`config.mk`:
```
export PLATFORM = sky130hd
export DESIGN_NAME = lane_rx_filter_fifo
export DESIGN_NICKNAME = d
export VERILOG_FILES = /design/src/rtl/lrf_pkg.sv /design/src/rtl/lrf_frame_lock.sv /design/src/rtl/lrf_word_filter.sv /design/src/rtl/lrf_fifo.sv /design/src/rtl/lane_rx_filter_fifo.sv
export SDC_FILE = /design/constraint.sdc
export NUM_CORES = 2
export LEC_CHECK = 0
export BUFFER_PORTS_ARGS = -buffer_cell sky130_fd_sc_hd__clkbuf_2
export CAP_MARGIN = 20
export CORE_AREA = 8 8 468 470
export DETAILED_ROUTE_END_ITERATION = 7
export DIE_AREA = 0 0 476 478
export PLACE_DENSITY = 0.54
export SETUP_SLACK_MARGIN = 0.02
export SKIP_LAST_GASP = 1
export SLEW_MARGIN = 0
export SYNTH_ARGS = -nofsm -noshare
export SYNTH_HDL_FRONTEND = slang
export SYNTH_SLANG_ARGS = --single-unit
```
`constraint.sdc`:
```
create_clock -name clk -period 15.1 [get_ports clk]
set_input_delay 1.51 -clock clk [delete_from_list [all_inputs] [get_ports clk]]
set_output_delay 1.51 -clock clk [all_outputs]
set_load 0.005 [all_outputs]
```
`src/rtl/lrf_pkg.sv`:
```
package lrf_pkg;
  localparam int DATA_W = 64;
  localparam int WORD_W = DATA_W + 3;

  typedef struct packed {
    logic              rsvd;
    logic              sync;
    logic              ctrl;
    logic [DATA_W-1:0] data;
  } lrf_word_t;
endpackage

```
`src/rtl/lrf_frame_lock.sv`:
```
module lrf_frame_lock #(
  parameter int METAFRAME = 2048,
  parameter int LOCK_CNT  = 4,
  parameter int LOSS_CNT  = 4
) (
  input  logic clk,
  input  logic rst_n,
  input  logic vld,
  input  logic sync,
  output logic locked,
  output logic lock_eff,
  output logic align_found
);
  localparam int PW     = $clog2(METAFRAME);
  localparam int CNTMAX = (LOCK_CNT > LOSS_CNT) ? LOCK_CNT : LOSS_CNT;
  localparam int CW     = $clog2(CNTMAX + 1);

  logic [PW-1:0] pos_q;
  logic [CW-1:0] good_q, bad_q;
  logic          locked_q, align_q;
  logic          at_slot, completing;

  assign at_slot    = (pos_q == PW'(METAFRAME - 1));
  assign completing = vld && sync && !locked_q && (good_q != '0) && at_slot &&
                      (good_q == CW'(LOCK_CNT - 1));
  assign lock_eff    = locked_q || completing;
  assign locked      = locked_q;
  assign align_found = align_q;

  always_ff @(posedge clk) begin
    if (!rst_n) begin
      pos_q    <= '0;
      good_q   <= '0;
      bad_q    <= '0;
      locked_q <= 1'b0;
      align_q  <= 1'b0;
    end else begin
      align_q <= vld && sync;
      if (vld) begin
        if (!locked_q) begin
          if (sync && ((good_q == '0) || !at_slot)) begin
            good_q <= CW'(1);
            pos_q  <= '0;
          end else if ((good_q != '0) && at_slot) begin
            pos_q <= '0;
            if (sync) begin
              if (good_q == CW'(LOCK_CNT - 1)) begin
                locked_q <= 1'b1;
                good_q   <= '0;
                bad_q    <= '0;
              end else begin
                good_q <= good_q + CW'(1);
              end
            end else begin
              good_q <= '0;
            end
          end else begin
            pos_q <= pos_q + PW'(1);
          end
        end else begin
          if (at_slot) pos_q <= '0;
          else         pos_q <= pos_q + PW'(1);
          if (at_slot && sync) begin
            bad_q <= '0;
          end else if (at_slot || sync) begin
            if (bad_q == CW'(LOSS_CNT - 1)) begin
              locked_q <= 1'b0;
              bad_q    <= '0;
            end else begin
              bad_q <= bad_q + CW'(1);
            end
          end
        end
      end
    end
  end


  lock_rise_on_sync_chk: assert property (@(posedge clk) disable iff (!rst_n)
    $rose(locked_q) |-> $past(vld && sync));


  lock_fall_on_word_chk: assert property (@(posedge clk) disable iff (!rst_n)
    $fell(locked_q) |-> $past(vld));


  align_pulse_chk: assert property (@(posedge clk) disable iff (!rst_n)
    (vld && sync) |=> align_found);
endmodule

```
`src/rtl/lrf_word_filter.sv`:
```
module lrf_word_filter
  import lrf_pkg::*;
(
  input  logic              vld,
  input  logic [DATA_W-1:0] data,
  input  logic              ctrl,
  input  logic              sync,
  input  logic              ctl_del,
  input  logic              sync_del,
  input  logic              lock_eff,
  output logic              keep,
  output lrf_word_t         word
);
  logic drop_sync, drop_ctrl;

  // sync removal only counts when control removal is on as well
  assign drop_sync = sync && ctl_del && sync_del && lock_eff;
  assign drop_ctrl = !sync && ctrl && ctl_del;
  assign keep      = vld && !drop_sync && !drop_ctrl;

  always_comb begin
    word.rsvd = 1'b0;
    word.sync = sync;
    word.ctrl = ctrl;
    word.data = data;
  end


  always_comb begin
    if (vld && sync && !ctl_del) sync_kept_without_ctl_del_chk: assert (keep);
  end
endmodule

```
`src/rtl/lrf_fifo.sv`:
```
module lrf_fifo #(
  parameter int DEPTH  = 32,
  parameter int PFULL  = 24,
  parameter int PEMPTY = 8,
  parameter int W      = 67
) (
  input  logic         clk,
  input  logic         rst_n,
  input  logic         wr_en,
  input  logic [W-1:0] wr_word,
  input  logic         rd_en,
  output logic [W-1:0] rd_word,
  output logic         rd_valid,
  output logic         full,
  output logic         pfull,
  output logic         empty,
  output logic         pempty,
  output logic         overflow
);
  localparam int AW = $clog2(DEPTH);
  localparam int CW = AW + 1;

  logic [W-1:0]  mem [DEPTH];
  logic [AW-1:0] wp_q, rp_q;
  logic [CW-1:0] cnt_q;
  logic          do_wr, do_rd;

  assign full   = (cnt_q == CW'(DEPTH));
  assign pfull  = (cnt_q >= CW'(PFULL));
  assign empty  = (cnt_q == '0);
  assign pempty = (cnt_q <= CW'(PEMPTY));
  assign do_wr  = wr_en && !full;
  assign do_rd  = rd_en && !empty;

  always_ff @(posedge clk) begin
    if (do_wr) mem[wp_q] <= wr_word;
  end

  always_ff @(posedge clk) begin
    if (!rst_n) begin
      wp_q     <= '0;
      rp_q     <= '0;
      cnt_q    <= '0;
      rd_valid <= 1'b0;
      rd_word  <= '0;
      overflow <= 1'b0;
    end else begin
      if (do_wr) wp_q <= wp_q + AW'(1);
      if (do_rd) begin
        rp_q    <= rp_q + AW'(1);
        rd_word <= mem[rp_q];
      end
      cnt_q    <= cnt_q + CW'(do_wr) - CW'(do_rd);
      rd_valid <= do_rd;
      overflow <= overflow | (wr_en && full);
    end
  end


  pop_gives_valid_chk: assert property (@(posedge clk) disable iff (!rst_n)
    (rd_en && !empty) |=> rd_valid);


  empty_pop_ignored_chk: assert property (@(posedge clk) disable iff (!rst_n)
    (rd_en && empty) |=> !rd_valid);


  overflow_sticky_chk: assert property (@(posedge clk) disable iff (!rst_n)
    overflow |=> overflow);


  flag_nesting_chk: assert property (@(posedge clk) disable iff (!rst_n)
    (full |-> pfull) and (empty |-> pempty) and !(full && empty));
endmodule

```
`src/rtl/lane_rx_filter_fifo.sv`:
```
module lane_rx_filter_fifo
  import lrf_pkg::*;
#(
  parameter int METAFRAME = 2048,
  parameter int LOCK_CNT  = 4,
  parameter int LOSS_CNT  = 4,
  parameter int DEPTH     = 32,
  parameter int PFULL     = 24,
  parameter int PEMPTY    = 8
) (
  input  logic              clk,
  input  logic              rst_n,
  input  logic              in_valid,
  input  logic [DATA_W-1:0] in_data,
  input  logic              in_ctrl,
  input  logic              in_sync,
  input  logic              ctl_del_en,
  input  logic              sync_del_en,
  input  logic              rd_en,
  output logic [WORD_W-1:0] rd_word,
  output logic              rd_valid,
  output logic              align_found,
  output logic              frame_locked,
  output logic              fifo_full,
  output logic              fifo_pfull,
  output logic              fifo_empty,
  output logic              fifo_pempty,
  output logic              overflow
);
  logic      lock_eff, keep;
  lrf_word_t word;

  lrf_frame_lock #(
    .METAFRAME(METAFRAME), .LOCK_CNT(LOCK_CNT), .LOSS_CNT(LOSS_CNT)
  ) u_lock (
    .clk(clk), .rst_n(rst_n), .vld(in_valid), .sync(in_sync),
    .locked(frame_locked), .lock_eff(lock_eff), .align_found(align_found)
  );

  lrf_word_filter u_filt (
    .vld(in_valid), .data(in_data), .ctrl(in_ctrl), .sync(in_sync),
    .ctl_del(ctl_del_en), .sync_del(sync_del_en), .lock_eff(lock_eff),
    .keep(keep), .word(word)
  );

  lrf_fifo #(
    .DEPTH(DEPTH), .PFULL(PFULL), .PEMPTY(PEMPTY), .W(WORD_W)
  ) u_fifo (
    .clk(clk), .rst_n(rst_n), .wr_en(keep), .wr_word(word), .rd_en(rd_en),
    .rd_word(rd_word), .rd_valid(rd_valid), .full(fifo_full), .pfull(fifo_pfull),
    .empty(fifo_empty), .pempty(fifo_pempty), .overflow(overflow)
  );


  reserved_bit_zero_chk: assert property (@(posedge clk) disable iff (!rst_n)
    rd_valid |-> (rd_word[WORD_W-1] == 1'b0));
endmodule

```
==> reports/metrics.csv <==
metric,value,unit
clock sink count,2215,
1st-iter DRT viols,4544,
Setup-failing EPs final,0,
clk slew on worst S/H paths,0.06,ns
post-route cell area,95800,sq um
CP top delay family,buffers and inverters,
RSZ-0062 raised after global routing,no,
global-route usage over all layers,0.189,
DR vias,40400,
R2R depth,8,
layout cells sized above 1,0.266,
Post-CTS Hold Buffers,0,
crit path kind,register to register,
r2r endpoint,u_fifo.rd_word[32],
Slew HR,0.224,
Top Usage Layer GRT,met2,
antenna violations before repair,29,
Initial Utilization,0.398,
Top Ports,147,
hold crit path type,register to register,
GP Congestion,0.745,
HPWL Detailed,127000,microns
# H-tree levels,4,
Crit-path slowest cell,dfxtp_4,
WL/cell,30.5,microns
routed wire length,219000,microns
Worst Hold Launch,u_lock.good_q[2],
Layout Utilization,0.454,
CTS tree,built,
post-route ant nets,0,
largest net degree at the start of global routing,110,
Die Y,478,microns
Worst path max stage delay,0.95,ns
Setup TNS,0,ns
met2 GRT Util,0.296,
DRC errors left,0,
post-CTS sizing,0,
Peak VDD IR,0.125,mV
#FFs+latches synth,2215,
"Avg Cell Area, Syn",21.6,sq um
postcts setup bufs,0,
minimum clock period,5.06,ns
Max Fclk,198,MHz
Rows,169,
dpl cell area,88400,sq um
Hold EP,u_lock.good_q[2],
Post-Synthesis Cells,3891,
Setup WS post-layout,10.04,ns
MaxCap Viol Count,0,
Clock Tree Buf Depth,3,
first-pass GRT wire length,310000,microns
Synth Flop Type,edfxtp_1,
status,"finished, final reports clean",
Yosys cell types,56,
Hold Crit Depth,2,
"Period Utilization, post-route",0.335,
CP max FO,46,
Die ar.,228000,sq um
pre-CTS WS,8.73,ns
Leakage,29.3,nW
Worst EP required,15.88,ns
register area share after synthesis,0.778,
met3 usage,0.0381,
clk_skew,0.0632,ns
"Slew Viols, Final",0,
nature of the critical path startpoint,register,
P per Cell Area,153,nW/um^2
crit path DAT,5.84,ns
fraction of registers with async set/reset,0,
drt first pass iters,5,
warnings from Yosys,0,
Num CTS Buffers,224,
CTS Root Cell,clkbuf_16,
Worst setup EP type,register,
via-per-instance ratio,5.64,
gr ovfl total,0,
R2R setup slack,10.04,ns
cells along the critical path,buf_4 -> buf_4 -> buf_4 -> mux4_2 -> mux2_2 -> nand2_1 -> o211ai_1 -> a22o_1,
Post-synth EDFFs,2112,
Worst Max-Slew Pin Slew,1.16,ns
Nets,4235,
Post-Syn Nets,3986,
Crit path buffers/inverters,3,
number of global-route vias before repair,41000,
Area Growth Syn to Fin,13.9,%
RR Startpoint,u_fifo.rp_q[0],
die width,476,microns
M1 GR Usage,0.273,
CORE AREA,211000,sq um
Skew-Pair Late Insertion Delay,0.88,ns
IO buf count,145,
"Top cell by count, worst path",buf_4,
synthesized area,84100,sq um
Worst path depth,8,
Hold Fails Final Rpt,0,
## cell usage after synthesis, types with 9 or more instances
library cell	number	area (sq um)
a2111oi_0	9	78.8
a2111oi_2	11	165
a211oi_1	58	435
a21oi_1	85	425
a22o_1	85	744
a22oi_1	22	165
buf_1	27	101
buf_2	76	380
buf_4	14	105
buf_6	12	135
clkbuf_1	92	345
dfxtp_1	103	2060
edfxtp_1	2112	63400
ha_1	22	275
inv_1	19	71.3
mux2_2	66	743
mux2i_1	203	2030
mux4_2	444	10000
nand2_1	48	180
nand3_1	21	105
nor2_1	93	349
o211ai_1	34	255
o21ai_0	40	200
o21ai_1	12	60.1
o221ai_1	21	184
o22ai_1	76	475
xor2_1	10	87.6
## worst reg2reg max path, stage by stage, from the launching register on
cell,delay [ns]
dfxtp_4,0.95
buf_4,0.95
buf_4,0.68
buf_4,0.86
mux4_2,0.70
mux2_2,0.33
nand2_1,0.10
o211ai_1,0.21
a22o_1,0.24
## worst max-delay path by stage
stage | start | to | slack (ns)
5_1_grt | u_fifo.rp_q[0] | u_fifo.rd_word[32] | 9.54
4_1_cts | in_sync | u_fifo.mem[24][60] | 9.67
6_report | u_fifo.rp_q[0] | u_fifo.rd_word[32] | 10.04
2_1_floorplan | in_sync | u_fifo.mem[23][0] | 9.09
3_3_place_gp | in_sync | u_fifo.mem[24][42] | 8.76
3_5_place_dp | in_sync | u_fifo.mem[24][42] | 8.73
## power by group
| group | leakage, nW | switching (mW) | internal [mW] |
|---|---|---|---|
| clock network | 3.59 | 2.36 | 3.10 |
| registers | 19.9 | 0.131 | 6.85 |
| logic | 5.88 | 1.19 | 0.983 |
| total | 29.3 | 3.69 | 10.9 |
## kinds of logic after synthesis
kind of cell    share of synthesized area
xor+xnor                          0.00177
simple gates                       0.0115
fa+ha+maj                         0.00351
flops                               0.778
other cells                     0.0000446
mux                                 0.152
compound gates                     0.0394
buf+inv                            0.0136
## cell usage in the layout (no fill, tap or decap), drive strengths merged, types with 22 or more instances in the layout
| cell | netlist | routed |
|---|---|---|
| a211oi | 58 | 58 |
| a21oi | 85 | 85 |
| a22o | 85 | 85 |
| a22oi | 22 | 22 |
| buf | 129 | 99 |
| clkbuf | 92 | 450 |
| clkinv | 1 | 96 |
| dfxtp | 103 | 103 |
| edfxtp | 2112 | 2112 |
| ha | 22 | 22 |
| inv | 20 | 24 |
| mux2 | 66 | 66 |
| mux2i | 203 | 203 |
| mux4 | 444 | 444 |
| nand2 | 48 | 48 |
| nor2 | 94 | 94 |
| o211ai | 34 | 34 |
| o21ai | 52 | 52 |
| o22ai | 76 | 76 |
## per-stage QoR
stage | std cells | hold slack, ns | total power [mW]
floorplan | 3891 | 0.423 | 8.56
global placement | 6731 | 0.451 | 9.33
detailed placement | 6733 | 0.451 | 9.34
CTS | 7155 | 0.460 | 14.8
global route | 7158 | 0.483 | 15.1
finish | 7165 | 0.458 | 14.6
## area by class of cell
cell class	count	area, sq um
Fill cell	17700	115000
Sequential cell	2215	65500
Multi-Input combinational cell	1434	17800
Clock buffer	305	6130
Tap cell	2821	3530
Timing Repair Buffer	244	1550
Clock inverter	117	1190
Inverter	21	81.3
Antenna cell	8	20.0
## flip-flops by register name, summed over array words and instances (netlist names)
name	count
u_lock.pos_q	11
u_fifo.wp_q	5
u_fifo.rd_valid	1
u_lock.locked	1
u_fifo.cnt_q	6
u_fifo.overflow	1
u_lock.bad_q	3
u_lock.align_found	1
u_lock.good_q	3
u_fifo.mem	2112
u_fifo.rd_word	66
u_fifo.rp_q	5
## layer usage
metal  vias up  routed length, microns
met4        12                    4630
li1      16900                       -
met1     21900                   95300
met2      1346                  103000
met3       270                   15600
met5         -                      80
Power figures use the tool's default switching activity.
